### config.mk
export PLATFORM = sky130hd
export DESIGN_NAME = flash_geom_probe
export DESIGN_NICKNAME = d
export VERILOG_FILES = /design/src/rtl/fgp_pkg.sv /design/src/rtl/fgp_spi_byte.sv /design/src/rtl/fgp_decode.sv /design/src/rtl/fgp_ctrl.sv /design/src/rtl/flash_geom_probe.sv
export SDC_FILE = /design/constraint.sdc
export NUM_CORES = 1
export LEC_CHECK = 0
export ABC_AREA = 1
export BUFFER_PORTS_ARGS = -buffer_cell sky130_fd_sc_hd__buf_2
export CAP_MARGIN = 20
export CORE_MARGIN = 2
export CORE_UTILIZATION = 40
export CTS_CLUSTER_DIAMETER = 30
export DETAILED_ROUTE_END_ITERATION = 6
export GPL_ROUTABILITY_DRIVEN = 1
export PLACE_DENSITY = 0.59
export SYNTH_ARGS = -nofsm -noshare
export SYNTH_HDL_FRONTEND = slang
export SYNTH_SLANG_ARGS = --single-unit
### constraint.sdc
create_clock -name clk -period 3.5 [get_ports clk]
set_input_delay 0.875 -clock clk [delete_from_list [all_inputs] [get_ports clk]]
set_output_delay 0.875 -clock clk [all_outputs]
set_load 0.02 [all_outputs]
### src/rtl/fgp_pkg.sv
package fgp_pkg;

  localparam int PCNT_W    = 14;
  localparam int PSIZE_W   = 11;
  localparam int SHIFT_W   = 4;
  localparam int TOTAL_W   = 24;
  localparam int LG_W      = 4;
  localparam int CLS_W     = 2;
  localparam int BIN_BASE  = 256;
  localparam int EXT_BASE  = BIN_BASE + BIN_BASE / 32;
  localparam int BIN_SHIFT = 8;

  localparam logic [7:0] OPC_IDENT  = 8'h9F;
  localparam logic [7:0] OPC_STATUS = 8'hD7;
  localparam logic [7:0] VENDOR_OK  = 8'h1F;

  typedef struct packed {
    logic [PCNT_W-1:0]  pages;
    logic [PSIZE_W-1:0] psize;
    logic [SHIFT_W-1:0] shift;
    logic               bin;
    logic [TOTAL_W-1:0] total;
  } geom_t;

  typedef enum logic [2:0] {
    ST_IDLE, ST_START, ST_XFER, ST_END, ST_DECIDE
  } pstate_e;

  // Page count is a power of two, so capacity is a shift of the page size.
  function automatic geom_t make_geom(input logic [LG_W-1:0] lg,
                                      input logic [CLS_W-1:0] cls,
                                      input logic bin);
    geom_t g;
    g.pages = PCNT_W'(1) << lg;
    g.psize = (bin ? PSIZE_W'(BIN_BASE) : PSIZE_W'(EXT_BASE)) << cls;
    g.shift = (bin ? SHIFT_W'(BIN_SHIFT) : SHIFT_W'(BIN_SHIFT + 1)) + SHIFT_W'(cls);
    g.bin   = bin;
    g.total = TOTAL_W'(g.psize) << lg;
    return g;
  endfunction

endpackage

### src/rtl/fgp_spi_byte.sv
module fgp_spi_byte #(
  parameter int CLK_HALF = 2
) (
  input  logic       clk,
  input  logic       rst_n,
  input  logic       start,
  input  logic [7:0] tx_byte,
  input  logic       miso,
  output logic       sck,
  output logic       mosi,
  output logic       busy,
  output logic       done,
  output logic [7:0] rx_byte
);
  localparam int DIV_W = $clog2(CLK_HALF + 1);
  localparam logic [DIV_W-1:0] DIV_LAST = DIV_W'(CLK_HALF - 1);

  logic             busy_q, busy_d;
  logic             sck_q, sck_d;
  logic             done_q, done_d;
  logic [DIV_W-1:0] div_q, div_d;
  logic [2:0]       bit_q, bit_d;
  logic [7:0]       tx_q, tx_d;
  logic [7:0]       rx_q, rx_d;
  logic             tick;

  assign tick = busy_q && (div_q == DIV_LAST);

  always_comb begin
    busy_d = busy_q;
    sck_d  = sck_q;
    div_d  = div_q;
    bit_d  = bit_q;
    tx_d   = tx_q;
    rx_d   = rx_q;
    done_d = 1'b0;
    if (!busy_q) begin
      if (start) begin
        busy_d = 1'b1;
        tx_d   = tx_byte;
        div_d  = '0;
        bit_d  = '0;
        sck_d  = 1'b0;
      end
    end else if (tick) begin
      div_d = '0;
      if (!sck_q) begin
        sck_d = 1'b1;
        rx_d  = {rx_q[6:0], miso};
      end else begin
        sck_d = 1'b0;
        if (bit_q == 3'd7) begin
          busy_d = 1'b0;
          done_d = 1'b1;
        end else begin
          bit_d = bit_q + 3'd1;
          tx_d  = {tx_q[6:0], 1'b0};
        end
      end
    end else begin
      div_d = div_q + DIV_W'(1);
    end
  end

  always_ff @(posedge clk or negedge rst_n) begin
    if (!rst_n) begin
      busy_q <= 1'b0;
      sck_q  <= 1'b0;
      done_q <= 1'b0;
      div_q  <= '0;
      bit_q  <= '0;
      tx_q   <= '0;
      rx_q   <= '0;
    end else begin
      busy_q <= busy_d;
      sck_q  <= sck_d;
      done_q <= done_d;
      div_q  <= div_d;
      bit_q  <= bit_d;
      tx_q   <= tx_d;
      rx_q   <= rx_d;
    end
  end

  assign sck     = sck_q;
  assign mosi    = tx_q[7];
  assign busy    = busy_q;
  assign done    = done_q;
  assign rx_byte = rx_q;


  sck_idle_chk: assert property (@(posedge clk) disable iff (!rst_n)
    !busy_q |-> !sck_q);


  done_idle_chk: assert property (@(posedge clk) disable iff (!rst_n)
    done_q |-> !busy_q && !sck_q);

endmodule

### src/rtl/fgp_decode.sv
module fgp_decode
  import fgp_pkg::*;
(
  input  logic [7:0] dev_hi,
  input  logic [7:0] dev_lo,
  input  logic [7:0] status,
  output logic       jed_known,
  output logic       jed_bincap,
  output geom_t      jed_bin_geom,
  output geom_t      jed_ext_geom,
  output logic       leg_absent,
  output logic       leg_known,
  output geom_t      leg_geom
);
  logic [LG_W-1:0]  jlg, llg;
  logic [CLS_W-1:0] jcls, lcls;

  always_comb begin
    jed_known  = 1'b1;
    jed_bincap = 1'b1;
    jlg        = LG_W'(9);
    jcls       = '0;
    case ({dev_hi, dev_lo})
      16'h2200: jlg = LG_W'(9);
      16'h2300: jlg = LG_W'(10);
      16'h2400: jlg = LG_W'(11);
      16'h2500: jlg = LG_W'(12);
      16'h2600: begin jlg = LG_W'(12); jcls = CLS_W'(1); end
      16'h2700: begin jlg = LG_W'(13); jcls = CLS_W'(1); jed_bincap = 1'b0; end
      16'h2701: begin jlg = LG_W'(13); jcls = CLS_W'(1); end
      16'h2800: begin jlg = LG_W'(13); jcls = CLS_W'(2); end
      default:  begin jed_known = 1'b0; jed_bincap = 1'b0; end
    endcase
    jed_bin_geom = make_geom(jlg, jcls, 1'b1);
    jed_ext_geom = make_geom(jlg, jcls, 1'b0);
  end

  always_comb begin
    leg_known = 1'b1;
    llg       = LG_W'(9);
    lcls      = '0;
    case (status[5:2])
      4'h3: llg = LG_W'(9);
      4'h5: llg = LG_W'(10);
      4'h7: llg = LG_W'(11);
      4'h9: llg = LG_W'(12);
      4'hB: begin llg = LG_W'(12); lcls = CLS_W'(1); end
      4'hD: begin llg = LG_W'(13); lcls = CLS_W'(1); end
      4'hE, 4'hF: begin llg = LG_W'(13); lcls = CLS_W'(2); end
      default: leg_known = 1'b0;
    endcase
    leg_absent = (status == 8'h00) || (status == 8'hFF);
    leg_geom   = make_geom(llg, lcls, 1'b0);
  end

endmodule

### src/rtl/fgp_ctrl.sv
module fgp_ctrl
  import fgp_pkg::*;
(
  input  logic       clk,
  input  logic       rst_n,
  input  logic       probe_req,
  input  logic       xfer_done,
  input  logic [7:0] rx_byte,
  output logic       xfer_start,
  output logic [7:0] xfer_tx,
  output logic       cs_n,
  output logic [7:0] dev_hi,
  output logic [7:0] dev_lo,
  output logic [7:0] status,
  input  logic       jed_known,
  input  logic       jed_bincap,
  input  geom_t      jed_bin_geom,
  input  geom_t      jed_ext_geom,
  input  logic       leg_absent,
  input  logic       leg_known,
  input  geom_t      leg_geom,
  output logic       busy,
  output logic       done,
  output logic       geom_valid,
  output logic       unsupported,
  output logic       no_device,
  output geom_t      geom
);
  localparam logic [1:0] ID_LAST   = 2'd3;
  localparam logic [1:0] STAT_LAST = 2'd1;

  pstate_e    state_q, state_d;
  logic       stat_ph_q, stat_ph_d;
  logic [1:0] idx_q, idx_d;
  logic [7:0] mfr_q, mfr_d, dhi_q, dhi_d, dlo_q, dlo_d, st_q, st_d;
  logic       cs_q, cs_d;
  logic       done_q, done_d;
  logic       val_q, val_d, uns_q, uns_d, nod_q, nod_d;
  geom_t      geom_q, geom_d;

  always_comb begin
    state_d    = state_q;
    stat_ph_d  = stat_ph_q;
    idx_d      = idx_q;
    mfr_d      = mfr_q;
    dhi_d      = dhi_q;
    dlo_d      = dlo_q;
    st_d       = st_q;
    cs_d       = cs_q;
    done_d     = 1'b0;
    val_d      = val_q;
    uns_d      = uns_q;
    nod_d      = nod_q;
    geom_d     = geom_q;
    xfer_start = 1'b0;
    xfer_tx    = 8'h00;
    case (state_q)
      ST_IDLE: begin
        if (probe_req) begin
          state_d   = ST_START;
          stat_ph_d = 1'b0;
          val_d     = 1'b0;
          uns_d     = 1'b0;
          nod_d     = 1'b0;
        end
      end
      ST_START: begin
        cs_d       = 1'b0;
        xfer_start = 1'b1;
        xfer_tx    = stat_ph_q ? OPC_STATUS : OPC_IDENT;
        idx_d      = '0;
        state_d    = ST_XFER;
      end
      ST_XFER: begin
        if (xfer_done) begin
          if (stat_ph_q) begin
            if (idx_q == 2'd1) st_d = rx_byte;
          end else begin
            case (idx_q)
              2'd1:    mfr_d = rx_byte;
              2'd2:    dhi_d = rx_byte;
              2'd3:    dlo_d = rx_byte;
              default: ;
            endcase
          end
          if (idx_q == (stat_ph_q ? STAT_LAST : ID_LAST)) begin
            state_d = ST_END;
          end else begin
            idx_d      = idx_q + 2'd1;
            xfer_start = 1'b1;
          end
        end
      end
      ST_END: begin
        cs_d    = 1'b1;
        state_d = ST_DECIDE;
      end
      ST_DECIDE: begin
        state_d = ST_IDLE;
        done_d  = 1'b1;
        geom_d  = '0;
        if (!stat_ph_q && (mfr_q == VENDOR_OK)) begin
          if (!jed_known) begin
            uns_d = 1'b1;
          end else if (jed_bincap) begin
            state_d   = ST_START;
            stat_ph_d = 1'b1;
            done_d    = 1'b0;
            geom_d    = geom_q;
          end else begin
            val_d  = 1'b1;
            geom_d = jed_ext_geom;
          end
        end else if (!stat_ph_q) begin
          state_d   = ST_START;
          stat_ph_d = 1'b1;
          done_d    = 1'b0;
          geom_d    = geom_q;
        end else if (mfr_q == VENDOR_OK) begin
          val_d  = 1'b1;
          geom_d = st_q[0] ? jed_bin_geom : jed_ext_geom;
        end else if (leg_absent) begin
          nod_d = 1'b1;
        end else if (leg_known) begin
          val_d  = 1'b1;
          geom_d = leg_geom;
        end else begin
          uns_d = 1'b1;
        end
      end
      default: state_d = ST_IDLE;
    endcase
  end

  always_ff @(posedge clk or negedge rst_n) begin
    if (!rst_n) begin
      state_q   <= ST_IDLE;
      stat_ph_q <= 1'b0;
      idx_q     <= '0;
      mfr_q     <= '0;
      dhi_q     <= '0;
      dlo_q     <= '0;
      st_q      <= '0;
      cs_q      <= 1'b1;
      done_q    <= 1'b0;
      val_q     <= 1'b0;
      uns_q     <= 1'b0;
      nod_q     <= 1'b0;
      geom_q    <= '0;
    end else begin
      state_q   <= state_d;
      stat_ph_q <= stat_ph_d;
      idx_q     <= idx_d;
      mfr_q     <= mfr_d;
      dhi_q     <= dhi_d;
      dlo_q     <= dlo_d;
      st_q      <= st_d;
      cs_q      <= cs_d;
      done_q    <= done_d;
      val_q     <= val_d;
      uns_q     <= uns_d;
      nod_q     <= nod_d;
      geom_q    <= geom_d;
    end
  end

  assign cs_n        = cs_q;
  assign dev_hi      = dhi_q;
  assign dev_lo      = dlo_q;
  assign status      = st_q;
  assign busy        = (state_q != ST_IDLE);
  assign done        = done_q;
  assign geom_valid  = val_q;
  assign unsupported = uns_q;
  assign no_device   = nod_q;
  assign geom        = geom_q;


  cs_idle_chk: assert property (@(posedge clk) disable iff (!rst_n)
    !busy |-> cs_q);


  done_pulse_chk: assert property (@(posedge clk) disable iff (!rst_n)
    done_q |=> !done_q);


  result_excl_chk: assert property (@(posedge clk) disable iff (!rst_n)
    $onehot0({val_q, uns_q, nod_q}));


  done_result_chk: assert property (@(posedge clk) disable iff (!rst_n)
    done_q |-> $countones({val_q, uns_q, nod_q}) == 1);


  fields_hold_chk: assert property (@(posedge clk) disable iff (!rst_n)
    !done_q |-> $stable(geom_q));


  req_clear_chk: assert property (@(posedge clk) disable iff (!rst_n)
    (!busy && probe_req) |=> busy && !val_q && !uns_q && !nod_q);

endmodule

### src/rtl/flash_geom_probe.sv
module flash_geom_probe
  import fgp_pkg::*;
#(
  parameter int CLK_HALF = 2
) (
  input  logic               clk,
  input  logic               rst_n,
  input  logic               probe_req,
  output logic               busy,
  output logic               done,
  output logic               geom_valid,
  output logic               unsupported,
  output logic               no_device,
  output logic [PCNT_W-1:0]  page_count,
  output logic [PSIZE_W-1:0] page_bytes,
  output logic [SHIFT_W-1:0] page_shift,
  output logic               binary_pages,
  output logic [TOTAL_W-1:0] total_bytes,
  output logic               spi_sck,
  output logic               spi_cs_n,
  output logic               spi_mosi,
  input  logic               spi_miso
);
  logic rst_meta_q, rst_sync_q;

  always_ff @(posedge clk or negedge rst_n) begin
    if (!rst_n) begin
      rst_meta_q <= 1'b0;
      rst_sync_q <= 1'b0;
    end else begin
      rst_meta_q <= 1'b1;
      rst_sync_q <= rst_meta_q;
    end
  end

  logic       x_start, x_done, x_busy;
  logic [7:0] x_tx, x_rx;
  logic [7:0] dhi, dlo, stat;
  logic       jknown, jbincap, labsent, lknown;
  geom_t      jbin, jext, lgeom, geom;

  fgp_spi_byte #(.CLK_HALF(CLK_HALF)) u_spi (
    .clk(clk), .rst_n(rst_sync_q), .start(x_start), .tx_byte(x_tx),
    .miso(spi_miso), .sck(spi_sck), .mosi(spi_mosi), .busy(x_busy),
    .done(x_done), .rx_byte(x_rx)
  );

  fgp_decode u_dec (
    .dev_hi(dhi), .dev_lo(dlo), .status(stat),
    .jed_known(jknown), .jed_bincap(jbincap),
    .jed_bin_geom(jbin), .jed_ext_geom(jext),
    .leg_absent(labsent), .leg_known(lknown), .leg_geom(lgeom)
  );

  fgp_ctrl u_ctrl (
    .clk(clk), .rst_n(rst_sync_q), .probe_req(probe_req),
    .xfer_done(x_done), .rx_byte(x_rx), .xfer_start(x_start), .xfer_tx(x_tx),
    .cs_n(spi_cs_n), .dev_hi(dhi), .dev_lo(dlo), .status(stat),
    .jed_known(jknown), .jed_bincap(jbincap),
    .jed_bin_geom(jbin), .jed_ext_geom(jext),
    .leg_absent(labsent), .leg_known(lknown), .leg_geom(lgeom),
    .busy(busy), .done(done), .geom_valid(geom_valid),
    .unsupported(unsupported), .no_device(no_device), .geom(geom)
  );

  assign page_count   = geom.pages;
  assign page_bytes   = geom.psize;
  assign page_shift   = geom.shift;
  assign binary_pages = geom.bin;
  assign total_bytes  = geom.total;


  cs_sck_chk: assert property (@(posedge clk) disable iff (!rst_sync_q)
    spi_cs_n |-> !spi_sck);


  shifter_framed_chk: assert property (@(posedge clk) disable iff (!rst_sync_q)
    x_busy |-> !spi_cs_n);


  total_prod_chk: assert property (@(posedge clk) disable iff (!rst_sync_q)
    geom_valid |-> (32'(total_bytes) == 32'(page_count) * 32'(page_bytes)));

endmodule

==> results <==
- The flow ran to the end, and the final reports show no timing, DRC or antenna violations.
- The post-synthesis instance area is 5570 um2.
- The time the worst path needs with I/O delays and setup is 2.82 ns.
- The ratio of final minimum period to clock period is 0.805.
- The number of DRC violations after detailed routing is 0.
- Synthesis inferred 99 register bits.
- After synthesis, the cell types taking the most area are dfrtp_1 (44%), nand2_1 (12%), o21ai_0 (6.2%), nor2_1 (5.3%), inv_1 (4.3%).
- The share of total power in sequential cells is 0.524.
- The worst register-to-register path ends at u_ctrl.geom[19].
- The data arrival time at the worst-slack endpoint is 3.06 ns.
- The fraction of final layout cells with drive strength greater than 1 is 0.167.
- Measured against its own limit, the worst slew margin works out to 0.565.
- The most frequently used cell type in the post-synthesis netlist is nand2_1.
- Of all flip-flops after synthesis, the portion carrying an async set or reset was 1.00.
- The total inserted antenna cells is 0.
- The initialized floorplan defines 43 standard-cell rows.
- The reported max-cap violation count is 0.
- For this run, the top clock speed supported by timing is 355 MHz.
- The die covers 14900 um2.
- The final setup TNS is 0 ns.
- The critical setup path kind is flop to flop.
- The worst hold slack is 0.169 ns.
- The remaining global-route overflow is 0.
- The per-cell routed wire length is 14.5 um.
- Summing over every cut layer, the via total after detailed routing is 4607.
- CTS saw 99 sinks.
- The power dissipated by switching net loads is 0.539 mW.
- The peak supply drop is 366 uV.
- The H-tree generated during clock tree synthesis spans 3 levels.
- Setup slack on the critical path of the routed design comes to 0.684 ns.
- After the last flow step, the layout net total stands at 759.
- After detailed routing, the number of vias per cell comes to 4.97.
- In this run, placement finished with an instance count of 910.
- The commonest cells after synthesis are nand2_1 (172), dfrtp_1 (98), nor2_1 (79).
- Counting the buffers created by CTS gives 9.
- The transition time at the pin with the least slew margin is 0.646 ns.
- The number of ports placed on the die boundary is 66.
- Buffers added to address setup during post-CTS repair amount to 0.
- The post-placement setup slack is 0.711 ns.
- STA classifies the critical path endpoint as a flop.
- The element type at the critical path start is a flop.
- Summed over all instances, the cell type with the most area after synthesis is dfrtp_1.
- The fraction of power consumed by the clock network is 0.438.
- The via count of the first global-routing pass is 4419.
- The number of cells on the worst reg-to-reg path is 15.
- Entering global routing, the biggest net connects 80 pins.
- Of all nets on the critical path, the largest fanout is 11.
- Of the total power, the share spent switching nets is 0.242.
- The core region is 13700 um2.
- The worst hold path class is flop to asynchronous set/reset pin.
- Clock latency on the worst-skew pair, taken at its later pin, is 0.36 ns.
- CTS placed an instance of clkbuf_16 at the clock tree root.
- On the final layout, the worst clock skew is 0.00688 ns.
- In this run the mean area of a mapped cell was 7.90 um2.
- The number of enable flip-flop cells after synthesis is 0.
- The number of hold-repair buffers added at the cts stage is 0.
- Setup repair after global routing left no endpoint under its margin.
- The number of hold violations in the final report came to 0.
- Once detail routing completed, the nets flagged for antenna violations numbered 0.
- The final wirelength is 13400 um.
- During placement, the flow inserted port buffers numbering 42.
- In this run the static leakage power is 3.15 nW.
- The worst register-to-register path has a setup slack of 0.68 ns.
- Setup violations remaining at the end of the flow were counted as 0.
- The post-route non-filler standard cell count is 927.
- The number of antenna violations at the first check in global routing was 0.
- The startpoint of the most critical register-to-register path is u_ctrl.dev_lo[7].
- TritonCTS built the clock tree.
- The total power divided by cell area is 363 nW/um2.
- The area growth from synthesis to layout is 10.0%.
- Across every metal layer, demand over resource in global routing totals 0.190.
- The initial cell density of the core is 0.406.
- The data required time at the worst endpoint is 3.75 ns.
- In the synthesized netlist the dominant register cell turns out to be dfrtp_1.
- The post-detailed-placement half-perimeter wirelength is 9890 um.
- For this run, the number of Yosys warnings is 0.
- The area share of the largest cell type after synthesis is 0.440.
- In this run the vertical extent of the chip is 122 um.
- The initial DRC count is 365.
- The congestion estimate from routability-driven global placement came to 0.871.
- The clock transition at the register clock pins on the worst setup and hold paths after CTS is 0.07 ns.
- For this run, the register share of the synthesized area comes to 0.445.
- Cell internal power was estimated by the tool at 1.68 mW.
- The share of total power dissipated in combinational logic is 0.038.
- The horizontal die dimension is 122 um.
- The number of max-slew violations in the final report is 0.
- The number of cells upsized or downsized after cts is 0.
- The first global-routing pass estimated 21900 um of wire.
- The longest clock path from root to sink contains 2 buffers.
- The count of TritonRoute iterations in the first routing pass is 5.
- The distinct cell type count after synthesis is 52.
- The number of standard cells after synthesis is 705.
-- worst max-delay path, stage by stage, from the launching register on --
cell and delay, ns:
dfrtp_1 0.38, nor2_1 0.10, nand2_1 0.08, nor2_2 0.43, nand2_1 0.09, nor4_1 0.51
inv_1 0.15, ha_1 0.29, nand2_1 0.13, nand3_1 0.13, nand3_1 0.10, nand2_1 0.06
nand2_1 0.06, nand2_1 0.05, nor2_1 0.09, nor2_1 0.05
-- metrics by stage --
stage / area [um2] / utilization / total power [mW]
after floorplan: 5650 / - / 1.27
after global placement: 5810 / 0.424 / 1.27
after detailed placement: 5810 / 0.424 / 1.27
after CTS: 6100 / 0.445 / 2.25
after global routing: 6130 / 0.447 / 2.32
final: 6130 / 0.447 / 2.22
-- worst max-delay path by stage --
stage | to | slack (ns) | cells past startpoint | start
6_report | u_ctrl.geom[19] | 0.68 | 15 | u_ctrl.dev_lo[7]
5_1_grt | u_ctrl.geom[17] | 0.19 | 15 | u_ctrl.dev_lo[5]
3_5_place_dp | u_ctrl.geom[19] | 0.71 | 15 | u_ctrl.dev_lo[7]
3_3_place_gp | u_ctrl.geom[22] | 0.79 | 13 | u_ctrl.dev_lo[7]
4_1_cts | u_ctrl.geom[19] | 0.70 | 15 | u_ctrl.dev_lo[7]
2_1_floorplan | u_ctrl.dev_hi[0] | 0.54 | 0 | rst_sync_q
-- layout make-up --
type                       count  area (um2)
timing repair buffer          45         253
clock buffer                  11         243
sequential                    99        2480
fill                        1414        7590
tap                          180         225
inverter                      77         293
multi-input combinational    510        2590
clock inverter                 5        43.8
-- routing by layer --
layer,vias up,GRT usage,routed length (um)
met2,99,0.328,6600
met1,2178,0.233,5930
met4,0,0.0797,361
met3,20,0.0346,513
met5,-,0,0
li1,2310,-,-
-- cell families (layout without fill, tap and decap cells) --
group / after synthesis / in the layout / share of synthesized area
buf+inv: 118 / 138 / 0.105
other cells: 2 / 24 / 0.00135
flops: 99 / 99 / 0.445
mux: 1 / 1 / 0.00180
fa+ha+maj: 13 / 13 / 0.0292
compound gates: 132 / 132 / 0.139
simple gates: 340 / 340 / 0.278
-- power by group through the flow --
stage               logic [mW]  clock network (mW)  registers, mW
floorplan               0.0679                   0           1.20
global route            0.0980                1.05           1.17
finish                  0.0848               0.973           1.16
global placement        0.0660                   0           1.20
CTS                     0.0672                1.01           1.18
detailed placement      0.0670                   0           1.20
-- placed cells by master, fill, tap and decap left out, types with 11 or more instances in the layout --
cell / count
nand2_1: 172
dfrtp_1: 97
nor2_1: 79
o21ai_0: 69
inv_1: 64
buf_2: 42
nand3_1: 28
conb_1: 24
a21oi_1: 21
nand2_2: 15
ha_1: 13
nor2_2: 11
inv_2: 11
-- sequential cells by signal, summed over array words and instances (netlist names), 8 cells and up --
register / count
u_ctrl.dev_hi: 8
u_ctrl.dev_lo: 8
u_ctrl.geom: 30
u_ctrl.mfr_q: 8
u_ctrl.status: 8
u_spi.rx_byte: 8
u_spi.tx_q: 8
Note: power is estimated with default switching activity, not from simulation.
